`config.mk`:
```
export PLATFORM = sky130hd
export DESIGN_NAME = dev_irq_ctrl
export DESIGN_NICKNAME = d
export VERILOG_FILES = /design/src/rtl/dic_pkg.sv /design/src/rtl/dic_decode.sv /design/src/rtl/dic_cpu_slice.sv /design/src/rtl/dev_irq_ctrl.sv
export SDC_FILE = /design/constraint.sdc
export NUM_CORES = 1
export LEC_CHECK = 0
export BUFFER_PORTS_ARGS = -buffer_cell sky130_fd_sc_hd__clkbuf_2
export CORE_ASPECT_RATIO = 1.1
export CORE_UTILIZATION = 49
export CTS_CLUSTER_SIZE = 28
export DETAILED_ROUTE_END_ITERATION = 10
export GPL_TIMING_DRIVEN = 0
export PLACE_DENSITY = 0.69
export SLEW_MARGIN = 20
export SYNTH_ARGS = -nofsm -noshare
export SYNTH_HDL_FRONTEND = slang
export SYNTH_SLANG_ARGS = --single-unit
```
`constraint.sdc`:
```
create_clock -name clk -period 1.8 [get_ports clk]
set_clock_uncertainty 0.15 [all_clocks]
set_input_delay 0.18 -clock clk [delete_from_list [all_inputs] [get_ports clk]]
set_output_delay 0.18 -clock clk [all_outputs]
set_load 0.02 [all_outputs]
```
`src/rtl/dic_pkg.sv`:
```
package dic_pkg;
    localparam int IDX_CTRL  = 0;
    localparam int IDX_MISC  = 1;
    localparam int IDX_AAR0  = 2;
    localparam int N_AAR     = 4;
    localparam int IDX_MASK0 = IDX_AAR0 + N_AAR;

    localparam logic [1:0] SZ_64 = 2'd3;

    localparam int F_TMR_CLR  = 4;
    localparam int F_IPI_CLR  = 8;
    localparam int F_IPI_SET  = 12;
    localparam int MISC_ACCEPT = 28;

    typedef enum logic [3:0] {
        K_ZERO, K_MISC, K_MASK, K_PEND, K_REQ,
        K_IPI_CLR, K_TMR_CLR, K_IPI_SET, K_BAD
    } acc_kind_e;
endpackage

```
`src/rtl/dic_decode.sv`:
```
module dic_decode
    import dic_pkg::*;
#(
    parameter int ADDR_W = 12,
    parameter int NCPU   = 4,
    parameter int CPU_W  = 2
) (
    input  logic [ADDR_W-1:0] addr_i,
    input  logic              write_i,
    input  logic [1:0]        size_i,
    output acc_kind_e         kind_o,
    output logic [CPU_W-1:0]  cpu_sel_o,
    output logic              bad_o
);
    localparam int IDX_PEND0   = IDX_MASK0 + NCPU;
    localparam int IDX_REQ     = IDX_PEND0 + NCPU;
    localparam int IDX_IPI_CLR = IDX_REQ + 1;
    localparam int IDX_TMR_CLR = IDX_REQ + 2;
    localparam int IDX_IPI_SET = IDX_REQ + 3;

    int idx;
    logic ro_hit;

    always_comb begin
        idx       = int'(addr_i[ADDR_W-1:6]);
        kind_o    = K_BAD;
        cpu_sel_o = '0;
        if (idx == IDX_CTRL || (idx >= IDX_AAR0 && idx < IDX_AAR0 + N_AAR)) begin
            kind_o = K_ZERO;
        end else if (idx == IDX_MISC) begin
            kind_o = K_MISC;
        end else if (idx >= IDX_MASK0 && idx < IDX_MASK0 + NCPU) begin
            kind_o    = K_MASK;
            cpu_sel_o = CPU_W'(idx - IDX_MASK0);
        end else if (idx >= IDX_PEND0 && idx < IDX_PEND0 + NCPU) begin
            kind_o    = K_PEND;
            cpu_sel_o = CPU_W'(idx - IDX_PEND0);
        end else if (idx == IDX_REQ) begin
            kind_o = K_REQ;
        end else if (idx == IDX_IPI_CLR) begin
            kind_o = K_IPI_CLR;
        end else if (idx == IDX_TMR_CLR) begin
            kind_o = K_TMR_CLR;
        end else if (idx == IDX_IPI_SET) begin
            kind_o = K_IPI_SET;
        end
        ro_hit = write_i && (kind_o == K_ZERO || kind_o == K_PEND || kind_o == K_REQ);
        bad_o  = (size_i != SZ_64) || (addr_i[2:0] != 3'd0) || (kind_o == K_BAD)
               || ro_hit || (!write_i && kind_o == K_IPI_SET);
    end
endmodule

```
`src/rtl/dic_cpu_slice.sv`:
```
module dic_cpu_slice #(
    parameter int DATA_W = 64
) (
    input  logic              clk,
    input  logic              rst_n,
    input  logic              mask_we_i,
    input  logic [DATA_W-1:0] mask_wdata_i,
    input  logic [DATA_W-1:0] req_d_i,
    output logic [DATA_W-1:0] mask_o,
    output logic [DATA_W-1:0] pend_o,
    output logic              dev_int_o
);
    typedef struct packed {
        logic [DATA_W-1:0] mask;
        logic [DATA_W-1:0] pend;
    } slice_t;

    slice_t s_d, s_q;

    always_comb begin
        s_d = s_q;
        if (mask_we_i) begin
            s_d.mask = mask_wdata_i;
        end
        s_d.pend = s_d.mask & req_d_i;
    end

    always_ff @(posedge clk or negedge rst_n) begin
        if (!rst_n) begin
            s_q <= '0;
        end else begin
            s_q <= s_d;
        end
    end

    assign mask_o    = s_q.mask;
    assign pend_o    = s_q.pend;
    assign dev_int_o = |s_q.pend;

    // masking everything must drop the output on the next edge
    p_mask_off_r4: assert property (@(posedge clk) disable iff (!rst_n)
        (mask_we_i && mask_wdata_i == '0) |=> !dev_int_o);
endmodule

```
`src/rtl/dev_irq_ctrl.sv`:
```
module dev_irq_ctrl
    import dic_pkg::*;
#(
    parameter int DATA_W = 64,
    parameter int NCPU   = 4,
    parameter int ADDR_W = 12
) (
    input  logic              clk,
    input  logic              rst_n,
    input  logic [DATA_W-1:0] dev_irq_i,
    input  logic              tick_i,
    input  logic              req_valid_i,
    input  logic              req_write_i,
    input  logic [ADDR_W-1:0] req_addr_i,
    input  logic [1:0]        req_size_i,
    input  logic [DATA_W-1:0] req_wdata_i,
    input  logic [1:0]        req_cpu_i,
    output logic              ack_o,
    output logic              err_o,
    output logic [DATA_W-1:0] rdata_o,
    output logic [NCPU-1:0]   dev_int_o,
    output logic [NCPU-1:0]   tmr_int_o
);
    localparam int CPU_W = (NCPU > 1) ? $clog2(NCPU) : 1;

    typedef struct packed {
        logic              ack;
        logic              err;
        logic [DATA_W-1:0] rdata;
        logic [DATA_W-1:0] req;
        logic [NCPU-1:0]   ipi;
        logic [NCPU-1:0]   tmr;
    } ctl_t;

    ctl_t s_d, s_q;

    acc_kind_e             kind;
    logic [CPU_W-1:0]      cpu_sel;
    logic                  bad;
    logic [NCPU-1:0]       mask_we;
    logic [NCPU-1:0][DATA_W-1:0] mask_arr;
    logic [NCPU-1:0][DATA_W-1:0] pend_arr;
    logic [NCPU-1:0]       ipi_set, ipi_clr, tmr_clr;
    logic                  misc_empty;

    dic_decode #(.ADDR_W(ADDR_W), .NCPU(NCPU), .CPU_W(CPU_W)) i_decode (
        .addr_i   (req_addr_i),
        .write_i  (req_write_i),
        .size_i   (req_size_i),
        .kind_o   (kind),
        .cpu_sel_o(cpu_sel),
        .bad_o    (bad)
    );

    always_comb begin
        s_d       = s_q;
        s_d.ack   = req_valid_i;
        s_d.err   = 1'b0;
        s_d.rdata = '0;
        s_d.req   = dev_irq_i;
        ipi_set   = '0;
        ipi_clr   = '0;
        tmr_clr   = '0;
        mask_we   = '0;
        misc_empty = (req_wdata_i[15:4] == 12'd0) && !req_wdata_i[MISC_ACCEPT];
        if (req_valid_i) begin
            if (bad) begin
                s_d.err = 1'b1;
            end else if (req_write_i) begin
                case (kind)
                    K_MISC: begin
                        if (misc_empty) begin
                            s_d.err = 1'b1;
                        end else begin
                            ipi_set = req_wdata_i[F_IPI_SET +: NCPU];
                            ipi_clr = req_wdata_i[F_IPI_CLR +: NCPU];
                            tmr_clr = req_wdata_i[F_TMR_CLR +: NCPU];
                        end
                    end
                    K_MASK:    mask_we[cpu_sel] = 1'b1;
                    K_IPI_CLR: ipi_clr = req_wdata_i[NCPU-1:0];
                    K_TMR_CLR: tmr_clr = req_wdata_i[NCPU-1:0];
                    K_IPI_SET: ipi_set = req_wdata_i[NCPU-1:0];
                    default:   s_d.err = 1'b1;
                endcase
            end else begin
                case (kind)
                    K_ZERO: s_d.rdata = '0;
                    K_MISC: begin
                        s_d.rdata[F_IPI_CLR +: NCPU] = s_q.ipi;
                        s_d.rdata[F_TMR_CLR +: NCPU] = s_q.tmr;
                        s_d.rdata[1:0] = req_cpu_i;
                    end
                    K_MASK:    s_d.rdata = mask_arr[cpu_sel];
                    K_PEND:    s_d.rdata = pend_arr[cpu_sel];
                    K_REQ:     s_d.rdata = s_q.req;
                    K_IPI_CLR: s_d.rdata[NCPU-1:0] = s_q.ipi;
                    K_TMR_CLR: s_d.rdata[NCPU-1:0] = s_q.tmr;
                    default:   s_d.err = 1'b1;
                endcase
            end
        end
        s_d.ipi = (s_q.ipi & ~ipi_clr) | ipi_set;
        s_d.tmr = tick_i ? '1 : (s_q.tmr & ~tmr_clr);
    end

    always_ff @(posedge clk or negedge rst_n) begin
        if (!rst_n) begin
            s_q <= '0;
        end else begin
            s_q <= s_d;
        end
    end

    for (genvar n = 0; n < NCPU; n++) begin : g_cpu
        dic_cpu_slice #(.DATA_W(DATA_W)) i_slice (
            .clk         (clk),
            .rst_n       (rst_n),
            .mask_we_i   (mask_we[n]),
            .mask_wdata_i(req_wdata_i),
            .req_d_i     (s_d.req),
            .mask_o      (mask_arr[n]),
            .pend_o      (pend_arr[n]),
            .dev_int_o   (dev_int_o[n])
        );

        // pending of this slice tracks its mask and the shared request register
        p_pend_track_r3: assert property (@(posedge clk) disable iff (!rst_n)
            pend_arr[n] == (mask_arr[n] & s_q.req));
    end

    assign ack_o     = s_q.ack;
    assign err_o     = s_q.err;
    assign rdata_o   = s_q.rdata;
    assign tmr_int_o = s_q.tmr;

    p_ack_once_r12: assert property (@(posedge clk) disable iff (!rst_n)
        req_valid_i |=> ack_o);
    p_ack_idle_r12: assert property (@(posedge clk) disable iff (!rst_n)
        !req_valid_i |=> (!ack_o && !err_o));
    p_bad_size_r2: assert property (@(posedge clk) disable iff (!rst_n)
        (req_valid_i && req_size_i != SZ_64 && !tick_i) |=>
        (err_o && $stable(tmr_int_o) && $stable(mask_arr) && $stable(s_q.ipi)));
    p_tick_sets_r8: assert property (@(posedge clk) disable iff (!rst_n)
        tick_i |=> (&tmr_int_o));
    p_misc_empty_r7: assert property (@(posedge clk) disable iff (!rst_n)
        (req_valid_i && req_write_i && kind == K_MISC && misc_empty) |=> err_o);
endmodule

```
# --- After elaboration in Yosys (flattened, before gate mapping) ---
# Index checks and enable logic that the tools add are counted.
classes:
  addsub: 2
  magnitude_cmp: 8
  eq_ne: 14
  n_mux: 54
  bitwise: 9
  reduce_logical: 26
ops:
  columns: ["op", "n"]
  rows:
  - ["$mux 64", 8]
  - ["$and 64x64->64", 4]
  - ["$bmux 64 s2", 2]
  - ["$reduce_or 64->1", 4]
  - ["$pmux 52 s3", 1]
  - ["$mux 4", 25]
  - ["$mux 65", 1]
  - ["$pmux 8 s4", 1]
  - ["$pmux 4 s2", 3]
  - ["$eq 4x3->1 const B", 4]
  - ["$eq 6x5->1 const B", 2]
  - ["$eq 6x6->1 const B", 2]
  - ["$logic_not 12->1", 1]
  - ["$lt 6x4->1 const B", 2]
  - ["$pmux 2 s6", 1]
  - ["$pmux 2 s5", 1]
  - ["$and 4x4->4", 2]
  - ["$eq 4x2->1 const B", 2]
  - ["$mux 2", 4]
  - ["$not 4->4", 2]
  - ["$logic_and 1x1->1", 7]
  - ["$logic_or 1x1->1", 7]
  - ["$reduce_or 7->1", 1]
  - ["$eq 6x2->1 const B", 1]
  - ["19 further kinds", 25]
word_totals:
  regBits: 650
  input_bits: 149
  output_inout_bits: 74
  wordCells: 127

# --- Depth between registers and ports, before layout ---
logic_depth:
  ltp_word: 20
  mapped_depth: 10

# --- By module ---
# Synthesis repeated with hierarchy kept, for this count alone.
hier_totals:
  cells_unflattened: 1832
  hier_area_um2: 27067.2
modules_own_cells:
  columns: ["mod", "n_inst", "cells_each", "area_per_inst_um2", "seq_area_each_um2"]
  rows:
  - ["dic_cpu_slice", 4, 284, 4513.1, 3203.1]
  - ["dev_irq_ctrl", 1, 662, 8774.7, 3453.3]
  - ["dic_decode", 1, 34, 240.2, 0.0]

# --- Worst setup path after synthesis ---
# No wires, ideal clock.
synth_timing:
  path_type: "input -> register"
  startpoint: "in req_addr_i[7]"
  endpoint: "reg g_cpu[0].i_slice.s_q (netlist bit g_cpu[0].i_slice.pend_o[10])"
  setup_ns: 0.119
  t_arrival_ns: 1.985
  required_time_ns: 1.531
  slack_ns: -0.454
  stages: 9
  cell_sequence: "buf_6 -> or2_4 -> o22a_4 -> a211oi_4 -> and3_1 -> buf_6 -> buf_12 -> mux2_4 -> and2_1"
synth_rtl:
  columns: ["element", "line_no", "source"]
  rows:
  - ["start, declared", "dev_irq_ctrl.sv:14", "input logic [ADDR_W-1:0] req_addr_i,"]
  - ["end signal, assigned", "dic_cpu_slice.sv:30", "s_q <= '0;"]
  - ["end signal, assigned", "dic_cpu_slice.sv:32", "s_q <= s_d;"]
  - ["end, declared", "dic_cpu_slice.sv:18", "slice_t s_d, s_q;"]

# --- Worst setup path after layout ---
layout_timing:
  startpoint: "reg g_cpu[0].i_slice.s_q (netlist bit g_cpu[0].i_slice.pend_o[40])"
  endpoint: "out dev_int_o[0]"
layout_via:
  elab_chain_len: 1
layout_lines:
  columns: ["element", "line_no", "source"]
  rows:
  - ["$reduce_or 64->1", "dic_cpu_slice.sv:38", "assign dev_int_o = |s_q.pend;"]
  - ["end, declared", "dev_irq_ctrl.sv:21", "output logic [NCPU-1:0] dev_int_o,"]
# Every way passes these cells.

==> run_results.csv <==
group,metric,value,unit
run_status,status,"finished, violations left",
run_status,violations,"hold timing, setup timing",
yosys,yosysWarnings,0,
clocking,cts_max_level,3,
placement,gp_congestion,0.931,
setup_path,cp_max_fo,2,
yosys,syn_inst,2315,
clocking,cts_buffer_depth,3,
cells_and_area,final_area,0.0384,mm2
placement,io_buffers,218,
power_and_ir_drop,leakage,19.0,nW
floorplanning,fp.coreArea,0.0553,mm2
setup_path,worstSetupStartpointType,"register",
run,cap_viol_max_count,0,
setup_path,reg2regPathDepth,3,
clocking,root_buffer,"clkbuf_16",
cells_and_area,layout.nets,2983,
timing,timing.fmax,0.330,GHz
global_route,overflow,0,
floorplanning,die-area,0.0574,mm2
timing,finalCritPeriodShare,1.68,
floorplanning,io_pins,223,
setup_path,critPathKind,"register to primary output",
clocking,clkTransAtPathRegs,0.06,ns
detailed_routing,drtPass1Iterations,10,
detailed_routing,first_iter_violations,2606,
clocking,cts_made_buffers,69,
global_route,grt_pass1_wl,139000,um
cells_and_area,drive_gt1_frac,0.494,
global_route,antenna_found_initial,4,
timing,rsz0062_at_grt,"yes",
yosys,netlist_area,0.0276,mm2
global_route,track_usage,0.324,
floorplanning,rows,90,
global_route,grt_max_degree,98,
detailed_routing,drc,0,
yosys,ys_seq_elements,650,
power_and_ir_drop,power_density,823,mW/mm2
setup_path,crit_arrival,2.70,ns
detailed_routing,wl_per_cell,27.1,um
power_and_ir_drop,irDropWorstVdd,0.000775,V
cells_and_area,n_fill_cell,3733,
clocking,cts_sinks,650,
detailed_routing,ant_nets,0,
timing,worst_slack,-1.23,ns
setup_path,rrSetupSlack,0.16,ns
placement,dp.cells,3276,
placement,dp_hpwl,59600,um
yosys,netlist.area_leader.share,0.588,
clocking,cts_tree,"yes",
timing,setup_viol,253,
detailed_routing,vias,22400,
yosys,ys_seq_area_frac,0.588,
timing,setup-tns-final,-16.48,ns
clocking,clock_latency,0.62,ns
setup_path,endpoint_kind,"primary output",
floorplanning,die_h,251,um
floorplanning,die_x,228,um
timing,fin_hold_ws,-0.598,ns
timing,timing.final.max_slew_violations,0,
setup_path,cp.required,1.47,ns
yosys,ys_types,52,
timing,hold_viol,287,
floorplanning,initial_utilization,0.500,
timing,tightest_slew,0.921,ns
yosys,yosysTopAreaCell,"dfrtp_1",
yosys,syn_avg_cell_area,11.9,um2
cells_and_area,area_growth,38.9,%
cells_and_area,final_cells,3625,
min_path,hold_path_class,"input port to asynchronous set/reset pin",
cells_and_area,layout_commonest_cell,"dfrtp_1",
detailed_routing,wl,98100,um
yosys,synthesis.nets,2464,
placement,place_area,0.0305,mm2
yosys,synthTopCellsByArea,"dfrtp_1 59%, nand2_1 6.8%, mux2_4 6.5%, a222oi_1 4.7%, a21boi_1 3.3%",
placement,post-place-ws,-1.30,ns
global_route,grt_pass1_vias,22700,
cells_and_area,layout_common_cells,"650 x dfrtp_1, 248 x clkbuf_2, 241 x nand2_1",
detailed_routing,vias_per_cell,6.18,
timing,relSlewSlack,0.386,
timing,final.min_clock_period,3.03,ns
[path summary, 6_finish.rpt]
| check | from | end |
|---|---|---|
| max reg2reg | g_cpu[3].i_slice.pend_o[57]$_DFF_PN0_ | rdata_o[57]$_DFF_PN0_ |
| min | rst_n | g_cpu[1].i_slice.mask_o[55]$_DFF_PN0_ |
| max | g_cpu[0].i_slice.pend_o[40]$_DFF_PN0_ | dev_int_o[0] |
| min in group clk | req_write_i | rdata_o[2]$_DFF_PN0_ |
| max in group asynchronous | rst_n | g_cpu[3].i_slice.pend_o[18]$_DFF_PN0_ |
| min reg2reg | g_cpu[3].i_slice.mask_o[41]$_DFF_PN0_ | g_cpu[3].i_slice.mask_o[41]$_DFF_PN0_ |
[flip-flops by register name (all words and copies together), names as in the netlist]
signal and count:
tmr_int_o 4, ack_o 1, err_o 1, rdata_o 64
s_q 68, g_cpu.i_slice.mask_o 256, g_cpu.i_slice.pend_o 256
[area by class of cell]
cell class / instances / area [um2] / share of cell area
diodes: 1 / 2.50 / 0.0000652
plain buffers: 194 / 1830 / 0.0476
clock buffers: 99 / 2040 / 0.0532
clock inverters: 26 / 369 / 0.00961
inverters: 3 / 11.3 / 0.000293
multi-input cells: 1463 / 12800 / 0.332
flip-flops and latches: 650 / 16300 / 0.424
well taps: 736 / 921 / 0.0240
repair buffers: 453 / 4190 / 0.109
[critical path: stages (launching register included)]
cell     delay (ns)
dfrtp_1        0.42
nor4_4         0.48
nand4_1        0.35
or4_4          0.58
buf_6          0.15
buf_6          0.12
[power by group]
part           switching, mW  internal, mW  total [mW]
registers             0.0292          14.7        14.7
logic                   1.12         0.623        1.74
clock network           6.07          9.09        15.2
total                   7.21          24.4        31.6
[through the flow]
step,utilization,power (mW)
after global routing,0.695,32.4
after CTS,0.649,31.5
final,0.695,31.6
after global placement,0.548,16.2
after detailed placement,0.552,16.2
after floorplan,-,15.3
[repair_timing]
action	4_1_cts	5_1_grt
setup endpoints to repair	540	507
buffers inserted	41	27
pin swaps	46	298
endpoints found under the hold margin	924	67
resized for setup	226	606
gates cloned	11	19
hold buffers	136	3
[synth_stat cells (all sizes together)]
master and count:
and2 128, nand2b 9, or4 5, nor4b 1
o22a 2, nand4 20, nor3 9, o21a 2
o2111a 2, nand2 501, dfrtp 650, nor2b 3
a211o 1, o31ai 1, nor2 13, and3 1
o21ai 76, o22ai 1, a31oi 1, clkbuf 76
nand3 6, nor4 65, a22oi 24, o21ba 62
or3 3, buf 124, xnor2 1, a222oi 130
inv 3, and4 2, xor2 1, mux2i 1
a21boi 129, mux2 192, a21oi 65, a211oi 3
or2 2
[per-layer routing]
| layer | vias up | routed length (um) | track usage | part of all wire |
|---|---|---|---|---|
| met5 | - | 41 | 0 | 0.00042 |
| met4 | 6 | 5510 | 0.155 | 0.056 |
| met3 | 356 | 8940 | 0.0627 | 0.091 |
| met2 | 1395 | 47600 | 0.543 | 0.49 |
| met1 | 11400 | 36000 | 0.404 | 0.37 |
| li1 | 9284 | - | - | - |
[cells by family after synthesis]
group	after synthesis	synth area share
xor+xnor	2	0.000634
compound gates	499	0.142
simple gates	768	0.129
buf+inv	203	0.0451
mux	193	0.0949
flops	650	0.588
Power figures use the tool's default switching activity.
